--- src/rtl/irqc_pkg.sv ---
// Package irqc_pkg
// Shared widths, special IDs and types for the interrupt CPU interface.
// Assumes 8-bit priorities and a 14-bit ID space.
package irqc_pkg;
    localparam int ID_W   = 14;
    localparam int PRIO_W = 8;

    typedef logic [ID_W-1:0]   irq_id_t;
    typedef logic [PRIO_W-1:0] prio_t;

    localparam irq_id_t ID_NONE   = irq_id_t'(1023);
    localparam irq_id_t ID_MSG_LO = irq_id_t'(8192);
    localparam prio_t   PRIO_IDLE = prio_t'(8'hFF);
endpackage

--- src/rtl/irqc_id_decode.sv ---
// Module irqc_id_decode
// Maps a software-visible interrupt ID to an internal entry index.
// Assumes line IDs 0..NUM_LINES-1 map to entries 0..NUM_LINES-1, and
// message IDs 8192..8192+NUM_MSG-1 map to the entries that follow.
// IDs outside both ranges give hit = 0.
module irqc_id_decode
    import irqc_pkg::*;
#(
    parameter int NUM_LINES = 32,
    parameter int NUM_MSG   = 4,
    localparam int NUM_ENT  = NUM_LINES + NUM_MSG,
    localparam int IDX_W    = $clog2(NUM_ENT)
) (
    input  irq_id_t           id,
    output logic              hit,
    output logic              is_line,
    output logic [IDX_W-1:0]  idx
);
    localparam irq_id_t LINE_LIM = irq_id_t'(NUM_LINES);
    localparam irq_id_t MSG_HI   = irq_id_t'(8192 + NUM_MSG);

    irq_id_t msg_rel;

    // Decode the ID into its range and its entry index.
    always_comb begin
        msg_rel = id - ID_MSG_LO + LINE_LIM;
        hit     = 1'b0;
        is_line = 1'b0;
        idx     = '0;
        if (id < LINE_LIM) begin
            hit     = 1'b1;
            is_line = 1'b1;
            idx     = id[IDX_W-1:0];
        end else if (id >= ID_MSG_LO && id < MSG_HI) begin
            hit = 1'b1;
            idx = msg_rel[IDX_W-1:0];
        end
    end
endmodule

--- src/rtl/irqc_select.sv ---
// Module irqc_select
// Finds the most urgent requesting entry. The lowest priority value wins,
// and on a tie the lowest index wins.
// Assumes the caller applies the mask and running-priority checks.
module irqc_select
    import irqc_pkg::*;
#(
    parameter int NUM_ENT = 36,
    localparam int IDX_W  = $clog2(NUM_ENT)
) (
    input  logic [NUM_ENT-1:0] req,
    input  prio_t              prio [NUM_ENT],
    output logic               found,
    output logic [IDX_W-1:0]   best_idx,
    output prio_t              best_prio
);
    // Linear scan; a later entry replaces the current best only when strictly more urgent.
    always_comb begin
        found     = 1'b0;
        best_idx  = '0;
        best_prio = PRIO_IDLE;
        for (int i = 0; i < NUM_ENT; i++) begin
            if (req[i] && (!found || prio[i] < best_prio)) begin
                found     = 1'b1;
                best_idx  = IDX_W'(i);
                best_prio = prio[i];
            end
        end
    end
endmodule

--- src/rtl/irqc_prio_stack.sv ---
// Module irqc_prio_stack
// Stack of running priorities. The top entry is the running priority,
// and 0xFF is reported when the stack is empty.
// Assumes the caller never pushes and pops in the same cycle, never pushes
// when full, and never pops when empty.
module irqc_prio_stack
    import irqc_pkg::*;
#(
    parameter int DEPTH = 16,
    localparam int PTR_W = $clog2(DEPTH),
    localparam int CNT_W = PTR_W + 1
) (
    input  logic  clk,
    input  logic  rst_n,
    input  logic  push,
    input  prio_t push_prio,
    input  logic  pop,
    output prio_t top,
    output logic  empty,
    output logic  full
);
    prio_t             mem [DEPTH];
    logic [CNT_W-1:0]  cnt_q;
    logic [PTR_W-1:0]  top_ptr;

    assign top_ptr = cnt_q[PTR_W-1:0] - 1'b1;
    assign empty   = (cnt_q == '0);
    assign full    = (cnt_q == CNT_W'(DEPTH));
    assign top     = empty ? PRIO_IDLE : mem[top_ptr];

    // Track the fill level.
    always_ff @(posedge clk) begin
        if (!rst_n)
            cnt_q <= '0;
        else if (push)
            cnt_q <= cnt_q + 1'b1;
        else if (pop)
            cnt_q <= cnt_q - 1'b1;
    end

    // Store the pushed priority in the next free slot.
    always_ff @(posedge clk) begin
        if (push)
            mem[cnt_q[PTR_W-1:0]] <= push_prio;
    end

    AST_STACK_NO_OVERFLOW: assert property (@(posedge clk) disable iff (!rst_n)
        push |-> !full) else $error("push on full stack");
    AST_STACK_NO_UNDERFLOW: assert property (@(posedge clk) disable iff (!rst_n)
        pop |-> !empty) else $error("pop on empty stack");
    AST_PUSH_MORE_URGENT: assert property (@(posedge clk) disable iff (!rst_n)
        push |-> push_prio < top) else $error("push not above running priority");
endmodule

--- src/rtl/irqc_entry_state.sv ---
// Module irqc_entry_state
// Pending bits for every entry and active bits for line entries only.
// Message entries report active = 0 at all times.
// Assumes set wins over clear for pending, and set wins over clear for active.
module irqc_entry_state #(
    parameter int NUM_LINES = 32,
    parameter int NUM_MSG   = 4,
    localparam int NUM_ENT  = NUM_LINES + NUM_MSG
) (
    input  logic               clk,
    input  logic               rst_n,
    input  logic [NUM_ENT-1:0] pend_set,
    input  logic [NUM_ENT-1:0] take,
    input  logic [NUM_ENT-1:0] deact,
    output logic [NUM_ENT-1:0] pend_o,
    output logic [NUM_ENT-1:0] act_o
);
    logic [NUM_ENT-1:0]   pend_q;
    logic [NUM_LINES-1:0] line_act_q;

    assign pend_o = pend_q;
    assign act_o  = {{NUM_MSG{1'b0}}, line_act_q};

    // Update pending: acknowledge clears it, a new request sets it.
    always_ff @(posedge clk) begin
        if (!rst_n)
            pend_q <= '0;
        else
            pend_q <= (pend_q & ~take) | pend_set;
    end

    // Update line active state: deactivation clears it, acknowledge sets it.
    always_ff @(posedge clk) begin
        if (!rst_n)
            line_act_q <= '0;
        else
            line_act_q <= (line_act_q & ~deact[NUM_LINES-1:0]) | take[NUM_LINES-1:0];
    end
endmodule

--- src/rtl/irqc_cpu_if.sv ---
// Module irqc_cpu_if
// Per-core interrupt interface. It presents the best eligible interrupt,
// claims it on acknowledge, and retires it through end-of-interrupt and
// deactivate writes, with an optional split between the two.
// Assumes software does not issue an acknowledge and an end-of-interrupt
// in the same cycle; if it does, the end-of-interrupt is dropped.
// Assumes NUM_LINES <= 1020 and NUM_MSG >= 1.
module irqc_cpu_if
    import irqc_pkg::*;
#(
    parameter int NUM_LINES = 32,
    parameter int NUM_MSG   = 4,
    parameter int DEPTH     = 16
) (
    input  logic                               clk,
    input  logic                               rst_n,
    input  logic [NUM_LINES+NUM_MSG-1:0]       pend_set_i,
    input  logic [(NUM_LINES+NUM_MSG)*8-1:0]   prio_i,
    input  logic                               ctl_we,
    input  logic                               ctl_split_eoi,
    input  logic                               ctl_grp_en,
    input  logic                               pmr_we,
    input  logic [7:0]                         pmr_val,
    input  logic                               ack_rd,
    output logic [13:0]                        ack_id_o,
    input  logic                               eoi_we,
    input  logic [13:0]                        eoi_id,
    input  logic                               dir_we,
    input  logic [13:0]                        dir_id,
    output logic                               irq_o,
    output logic [7:0]                         rpr_o
);
    localparam int NUM_ENT = NUM_LINES + NUM_MSG;
    localparam int IDX_W   = $clog2(NUM_ENT);

    logic  split_q, grp_q;
    prio_t pmr_q;

    prio_t              prio_arr [NUM_ENT];
    logic [NUM_ENT-1:0] pend_vec, act_vec, take_vec, deact_vec;
    logic               sel_found;
    logic [IDX_W-1:0]   sel_idx;
    prio_t              sel_prio;
    prio_t              run_prio;
    logic               stk_empty, stk_full;
    logic               eligible, ack_fire, eoi_fire;
    logic               eoi_hit, eoi_line, dir_hit, dir_line;
    logic [IDX_W-1:0]   eoi_idx, dir_idx;
    irq_id_t            sel_id;

    // Unpack the flat priority bus into one entry per interrupt.
    for (genvar g = 0; g < NUM_ENT; g++) begin : g_prio
        assign prio_arr[g] = prio_i[g*PRIO_W +: PRIO_W];
    end

    // Hold the control bits and the priority mask.
    always_ff @(posedge clk) begin
        if (!rst_n) begin
            split_q <= 1'b0;
            grp_q   <= 1'b0;
            pmr_q   <= '0;
        end else begin
            if (ctl_we) begin
                split_q <= ctl_split_eoi;
                grp_q   <= ctl_grp_en;
            end
            if (pmr_we)
                pmr_q <= pmr_val;
        end
    end

    irqc_entry_state #(.NUM_LINES(NUM_LINES), .NUM_MSG(NUM_MSG)) u_state (
        .clk(clk), .rst_n(rst_n), .pend_set(pend_set_i), .take(take_vec),
        .deact(deact_vec), .pend_o(pend_vec), .act_o(act_vec)
    );

    irqc_select #(.NUM_ENT(NUM_ENT)) u_sel (
        .req(pend_vec & ~act_vec), .prio(prio_arr), .found(sel_found),
        .best_idx(sel_idx), .best_prio(sel_prio)
    );

    irqc_prio_stack #(.DEPTH(DEPTH)) u_stack (
        .clk(clk), .rst_n(rst_n), .push(ack_fire), .push_prio(sel_prio),
        .pop(eoi_fire), .top(run_prio), .empty(stk_empty), .full(stk_full)
    );

    irqc_id_decode #(.NUM_LINES(NUM_LINES), .NUM_MSG(NUM_MSG)) u_dec_eoi (
        .id(eoi_id), .hit(eoi_hit), .is_line(eoi_line), .idx(eoi_idx)
    );

    irqc_id_decode #(.NUM_LINES(NUM_LINES), .NUM_MSG(NUM_MSG)) u_dec_dir (
        .id(dir_id), .hit(dir_hit), .is_line(dir_line), .idx(dir_idx)
    );

    // Decide whether the best candidate may be signalled and what ID it carries.
    always_comb begin
        eligible = grp_q && sel_found && !stk_full &&
                   (sel_prio < pmr_q) && (sel_prio < run_prio);
        if (sel_idx < IDX_W'(NUM_LINES))
            sel_id = irq_id_t'(sel_idx);
        else
            sel_id = ID_MSG_LO + irq_id_t'(sel_idx) - irq_id_t'(NUM_LINES);
    end

    assign ack_fire = ack_rd && eligible;
    assign eoi_fire = eoi_we && !ack_rd && !stk_empty;
    assign irq_o    = eligible;
    assign ack_id_o = eligible ? sel_id : ID_NONE;
    assign rpr_o    = run_prio;

    // Build the one-hot claim and deactivation vectors for this cycle.
    always_comb begin
        take_vec  = '0;
        deact_vec = '0;
        if (ack_fire)
            take_vec[sel_idx] = 1'b1;
        if (dir_we && dir_hit && dir_line)
            deact_vec[dir_idx] = 1'b1;
        if (eoi_fire && !split_q && eoi_hit && eoi_line)
            deact_vec[eoi_idx] = 1'b1;
    end

    AST_IRQ_NOT_ACTIVE: assert property (@(posedge clk) disable iff (!rst_n)
        irq_o |-> !act_vec[sel_idx]) else $error("active interrupt presented");
    AST_ACK_SETS_ACTIVE: assert property (@(posedge clk) disable iff (!rst_n)
        (ack_fire && sel_idx < IDX_W'(NUM_LINES)) |=> act_vec[$past(sel_idx)])
        else $error("acknowledged line not active");
    AST_ACK_CLEARS_PEND: assert property (@(posedge clk) disable iff (!rst_n)
        (ack_fire && !pend_set_i[sel_idx]) |=> !pend_vec[$past(sel_idx)])
        else $error("acknowledged interrupt still pending");
    AST_SPLIT_KEEPS_ACTIVE: assert property (@(posedge clk) disable iff (!rst_n)
        (eoi_fire && split_q && eoi_line && act_vec[eoi_idx] &&
         !(dir_we && dir_line && dir_idx == eoi_idx)) |=> act_vec[$past(eoi_idx)])
        else $error("split-mode EOI deactivated");
    AST_IDLE_WHEN_EMPTY: assert property (@(posedge clk) disable iff (!rst_n)
        stk_empty |-> rpr_o == PRIO_IDLE) else $error("idle priority wrong");
endmodule

--- config.mk ---
export PLATFORM = sky130hd
export DESIGN_NAME = irqc_cpu_if
export DESIGN_NICKNAME = d
export VERILOG_FILES = /design/src/rtl/irqc_pkg.sv /design/src/rtl/irqc_id_decode.sv /design/src/rtl/irqc_select.sv /design/src/rtl/irqc_prio_stack.sv /design/src/rtl/irqc_entry_state.sv /design/src/rtl/irqc_cpu_if.sv
export SDC_FILE = /design/constraint.sdc
export NUM_CORES = 1
export LEC_CHECK = 0
export BUFFER_PORTS_ARGS = -buffer_cell sky130_fd_sc_hd__buf_2
export CAP_MARGIN = 20
export CORE_UTILIZATION = 45
export CTS_CLUSTER_DIAMETER = 60
export CTS_CLUSTER_SIZE = 40
export DETAILED_ROUTE_END_ITERATION = 10
export HOLD_SLACK_MARGIN = 0.1
export PLACE_DENSITY = 0.66
export RECOVER_POWER = 50
export SETUP_SLACK_MARGIN = 0.4
export SYNTH_ARGS = -nofsm -noshare
export SYNTH_HDL_FRONTEND = slang
export SYNTH_SLANG_ARGS = --single-unit
export TNS_END_PERCENT = 30
--- constraint.sdc ---
create_clock -name clk -period 138.5 [get_ports clk]
set_input_delay 20.775 -clock clk [delete_from_list [all_inputs] [get_ports clk]]
set_output_delay 20.775 -clock clk [all_outputs]
set_load 0.02 [all_outputs]
==> results of run 1 <==
## cell families after synthesis
group / Yosys count / share of synthesized area [%]
other cells: 1 / 0.0158
simple gates: 988 / 20.9
xor+xnor: 20 / 0.738
mux: 152 / 8.46
flops: 211 / 23.2
buf+inv: 338 / 6.24
compound gates: 981 / 29.3
fa+ha+maj: 215 / 11.2
## metrics by stage
step	hold slack, ns	std cells
after floorplan	0.437	2908
after global placement	0.460	3890
after detailed placement	0.467	3890
after CTS	0.488	3926
after global routing	0.518	3937
final	0.480	3945
## worst max path at each step
stage               startpoint           to  cells after the start
detailed placement   prio_i[7]  ack_id_o[0]                    388
floorplan            prio_i[7]  ack_id_o[6]                    418
global route         prio_i[7]  ack_id_o[4]                    389
CTS                  prio_i[7]  ack_id_o[0]                    391
finish               prio_i[7]  ack_id_o[0]                    390
global placement     prio_i[7]  ack_id_o[0]                    385
## sequential cells by signal, summed over array words and instances, names as in the netlist
signal	flops
u_state.line_act_q	32
u_stack.cnt_q	5
u_stack.mem	128
u_state.pend_o	36
pmr_q	8
split_q	1
grp_q	1
## layer usage
layer | global-route usage, % | vias to the layer above
met5 | 0 | -
met4 | 8.04 | 20
met3 | 3.89 | 146
met2 | 49.4 | 901
met1 | 37.9 | 11596
li1 | - | 11688
## cell type report
cell class                 count  area (sq um)
inverter                     238           895
sequential                   211          5510
fill                        4955         24900
clock inverter                12           175
tap                          680           851
antenna                       18          45.0
multi-input combinational   2359         16700
clock buffer                  24           568
timing repair buffer         403          2030
## placed cells by master (no fill, tap or decap), drive strengths merged, types with 14 or more instances in the layout
cell and instances:
o21ai 222, o211ai 34, mux2 53, edfxtp 128, o31ai 33, a21boi 17, a211o 14, o31a 14
ha 199, a2111oi 14, nor2b 38, nor3 61, a31oi 52, nor4 19, nand4 44, nand3 100
mux2i 66, dfxtp 83, a21oi 225, o21a 23, diode 18, clkbuf 36, a21o 88, mux4 33
and3 45, maj3 15, or2 15, and2 17, a211oi 38, inv 242, o22ai 16, nand2b 41
a31o 21, nor2 221, nand2 297, buf 391
## worst min-delay path, delay by kind of cell (launching register included)
kind	cells	cell delay, ns
DFF	1	0.31
and+or+nand+nor	1	0.06
AOI/OAI and AO/OA	1	0.06
==> impl_results.md, run 1 <==
* Fin Setup TNS at 0 ns
* Placeable Area at 0.0517 sq mm
* Hold Violations, Final at 0
* Met3 Wirelength at 5.38 mm
* Postcts setup bufs at 0
* Worst path bufs/invs at 28
* Hold_sp: u_state.line_act_q[4]
* Critical path's slowest cell: a211oi_1
* R2R setup slack at 48.60 ns
* Hold_buf cts at 0
* IO Count at 392
* First-pass DRT Iterations at 8
* Worst Hold Depth at 2
* Top-count cell post-synth: nand2_1
* Worst reg2reg startpoint: u_state.line_act_q[0]
* Design Area, Final at 0.0268 sq mm
* Worst slew pin tran at 1.65 ns
* R2R depth at 395
* Seq/Total Area, Yosys at 23.2%
* Clock tree buffer depth at 3
* Max Cap Violations at 5
* Worst r2r dst: u_stack.cnt_q[4]
* Setup ws final at 9.99 ns
* Post-synth top area share at 16.2%
* Syn Inst Count at 2906
* WL met2 at 38.8 mm
* Top post-synthesis cells by count: nand2_1, inv_1, nor2_1
* Post-layout util at 51.8%
* WS Path Type: in -> out
* Unique masters post-synth at 149
* Critical Path Most Common Cell: a21oi_1
* Failing checks: max-capacitance violations, max-slew violations
* Initial antenna violation count at 27
* Starting Density at 45.9%
* Synth area leaders: edfxtp_1, ha_1, dfxtp_1
* F_max at 0.00778 GHz
* Fin crit share at 92.8%
* Clock edge transition at the registers on the reported setup and hold paths at 0.07 ns
* Total Routed Length at 80.9 mm
* Post-Syn Area per Cell at 8.17 sq um
* TritonCTS clock tree: built
* Skew final at 0.0197 ns
* Die Y at 232 microns
* DRT met1 WL at 34.5 mm
* Delay-heaviest family, CP: compound AO/OA/AOI/OAI gates
* Post-DP HPWL at 65.8 mm
* Iteration-0 DRC Markers at 2016
* Type of origin of the critical path: input pin
* Unrepaired setup endpoints after global routing: false
* CP peak stage delay at 1.30 ns
* Pin count of the biggest net entering global routing at 75
* Dominant cell type by area after synthesis: edfxtp_1
* Synth-to-layout area growth at 12.9%
* DP Area at 0.0261 sq mm
* Critical Path RT at 117.73 ns
* Arr. time, crit path at 107.73 ns
* Post-DR vias/cell at 6.17
* Final min period at 128.51 ns
* Routability Congestion at 0.975
* Syn Std Cell Area at 0.0237 sq mm
* Status: complete, but fails checks
* Vias at 24351
* Rel. slew slack at -10.6%
* CTS H-tree lvls at 1
* Min-delay worst type: reg -> reg
* Vias in the first global route at 23440
* Clk sinks at 211
* Post-synth ARST share at 0%
* Post-synth EDFFs at 128
* NumNets Final at 3802
* Top Metal Used: met5
* Syn. warnings at 0
* Post-route antenna net violation count at 0
* Setup WS pre-CTS at 12.40 ns
* Number of remaining DRC errors at 0
* Cts bufs inserted at 20
* Clock tree root buffer cell: clkbuf_16
* Main flop type after synthesis: edfxtp_1
* Layout cells sized above 1 at 18.8%
* Rows at 83
* Synth Register Bits at 211
* Worst hold endpoint: u_state.line_act_q[4]
* Worst-Skew Late Latency at 0.51 ns
* GR Util All Layers at 28.9%
* Critical path peak fanout at 24
* Fin. max-slew vios at 52
* Port Buffers at 388
* Die area at 0.0537 sq mm
* CP endpoint kind: primary output
* Overflow after GRT at 0
* Setup-failing EPs final at 0
* Post-CTS sizing at 0
* Chip width at 232 microns
* Global-route wire length before repair at 126 mm
* Routed WL per cell at 20.5 microns
Power of run 1 is left out: the tool's default activity adds up to more than one toggle a clock period on the data nets, which glitch-free logic cannot reach.
==> inputs of run 2 (changes only) <==
Settings changed: MAX_ROUTING_LAYER set to met4, PLACE_DENSITY 0.66 to not set, PLACE_DENSITY_LB_ADDON set to 0.05.
==> run 2 against run 1 <==
  * The flow still finishes with violations (max-capacitance violations, max-slew violations)
  * Final cell count grew 0.23%
  * Register-to-register slack gained 0.36 ns
  * Critical path depth grew 6
  * Core utilization is essentially flat
  * Hold slack gained 0.0074 ns
  * Largest cell class unchanged
  * Die area is the same
  * Setup slack gained 0.32 ns
==> impl_results.md, run 2 (synthesized netlist as in run 1, its figures left out) <==
* Critical path peak fanout at 24 (unchanged)
* Vias in the first global route at 22907 (-2.3%)
* Delay-heaviest family, CP: compound AO/OA/AOI/OAI gates
* Vias at 24068 (-1.2%)
* Clock tree root buffer cell: clkbuf_16
* Hold Violations, Final at 0 (unchanged)
* Routability Congestion at 0.965 (-1.1%)
* Synth-to-layout area growth at 12.8% (about the same)
* CP endpoint kind: primary output
* Unrepaired setup endpoints after global routing: false
* CTS H-tree lvls at 1 (unchanged)
* Rel. slew slack at -120% (-110 points)
* Hold_buf cts at 0 (unchanged)
* Fin Setup TNS at 0 ns (unchanged)
* TritonCTS clock tree: built
* Worst-Skew Late Latency at 0.52 ns (about the same)
* Critical Path RT at 117.73 ns (about the same)
* Setup-failing EPs final at 0 (unchanged)
* Type of origin of the critical path: input pin
* Post-DR vias/cell at 6.09 (-1.4%)
* Total Routed Length at 82.1 mm (+1.5%)
* Initial antenna violation count at 29 (+7.4%)
* Pin count of the biggest net entering global routing at 76 (+1.3%)
* Fillcell total at 5031 (+1.5%)
* Layout cells sized above 1 at 18.9% (+0.079 points)
* Postcts setup bufs at 0 (unchanged)
* IO Count at 392 (unchanged)
* WS Path Type: in -> out
* Clock edge transition at the registers on the reported setup and hold paths at 0.07 ns (about the same)
* Cts bufs inserted at 20 (unchanged)
* Chip width at 232 microns (unchanged)
* Overflow after GRT at 0 (unchanged)
* # placed instances at 3887 (-0.077%)
* Post-route antenna net violation count at 0 (unchanged)
* Fin. max-slew vios at 169 (+230%)
* Post-CTS sizing at 0 (unchanged)
* Clk sinks at 211 (unchanged)
* Worst path bufs/invs at 32 (+14%)
* Die area at 0.0537 sq mm (unchanged)
* Critical path's slowest cell: a211oi_1
* Port Buffers at 388 (unchanged)
* Finished Layout Cells at 3954 (+0.23%)
* Critical Path Most Common Cell: a21oi_1
* Global-route wire length before repair at 126 mm (+0.69%)
* Arr. time, crit path at 107.41 ns (-0.32 ns)
* Die Y at 232 microns (unchanged)
* GR Util All Layers at 30.4% (+1.5 points)
* Number of remaining DRC errors at 0 (unchanged)
* Most frequent cells in the layout: buf_2, nand2_1, inv_1
* Worst slew pin tran at 3.31 ns (+1.66 ns)
* Clock tree buffer depth at 3 (unchanged)
* CP peak stage delay at 1.94 ns (+0.64 ns)
* Max FFs per register at 128 (unchanged)
* Placeable Area at 0.0517 sq mm (unchanged)
* First-pass DRT Iterations at 6 (-2)
* Max Cap Violations at 7 (+2)
* R2R setup slack at 48.96 ns (+0.36 ns)
* F_max at 0.00780 GHz (+0.25%)
* Min-delay worst type: reg -> reg
* Failing checks: max-capacitance violations, max-slew violations
* Iteration-0 DRC Markers at 2103 (+4.3%)
* Skew final at 0.0151 ns (-0.00453 ns)
* Rows at 83 (unchanged)
* Routed WL per cell at 20.8 microns (+1.2%)
* Starting Density at 45.9% (unchanged)
* Final min period at 128.18 ns (-0.321 ns)
* Fin crit share at 92.6% (-0.23 points)
* NumNets Final at 3799 (-0.079%)
* Most common cell after layout, fill and taps aside: buf_2
* Status: complete, but fails checks
* Post-DP HPWL at 66.8 mm (+1.6%)
run 2: cell types whose count changed in the layout (fill, tap and decap cells not counted), moves of 2 or more:
cell       previous run  this run
a21oi_1             215       213
buf_4                11         9
buf_2               380       382
a21oi_2               9        11
o21ai_1              10        12
inv_6                 3         1
clkbuf_1             13         9
o21ai_0             211       209
diode_2              18        30
inv_8                 1         8
bufinv_16             2         0
run 2: layout make-up:
class	count	area [sq um]	share of cell area [%]
Tap cell	680	851	3.18
Clock buffer	22	539	2.01
Inverter	238	895	3.34
Antenna cell	30	75.1	0.280
Multi-Input combinational cell	2359	16700	62.5
Clock inverter	14	173	0.645
Sequential cell	211	5510	20.6
Timing Repair Buffer	400	2010	7.52
run 2: tightest hold or removal path, stage by stage, from the launching register on:
cell and delay [ns]:
dfxtp_1 0.32, nand3_1 0.06, o31ai_1 0.06
run 2: metrics by stage:
stage               instance area (sq um)  setup WS, ns  util (%)  hold WS (ns)
floorplan                           23700         24.10         -         0.437
global placement                    26100         15.33      50.4         0.469
detailed placement                  26100         13.26      50.4         0.480
CTS                                 26800         12.95      51.8         0.490
global route                        26800          2.00      51.8         0.509
finish                              26800         10.32      51.8         0.487
run 2: routing by layer:
layer / wire (microns) / global-route usage (%) / up-vias
li1: - / - / 11727
met5: 0 / - / -
met1: 37400 / 40.4 / 11433
met3: 5160 / 4.31 / 131
met4: 2160 / 8.76 / 0
met2: 37300 / 48.0 / 777
run 2: final timing paths:
check	from	cells past startpoint	endpoint
max reg2reg	u_state.line_act_q[0]	401	u_stack.cnt_q[4]
max	prio_i[7]	396	ack_id_o[4]
min	u_state.line_act_q[17]	2	u_state.line_act_q[17]
min reg2reg	u_state.line_act_q[17]	2	u_state.line_act_q[17]
Power of run 2 is left out for the same reason.
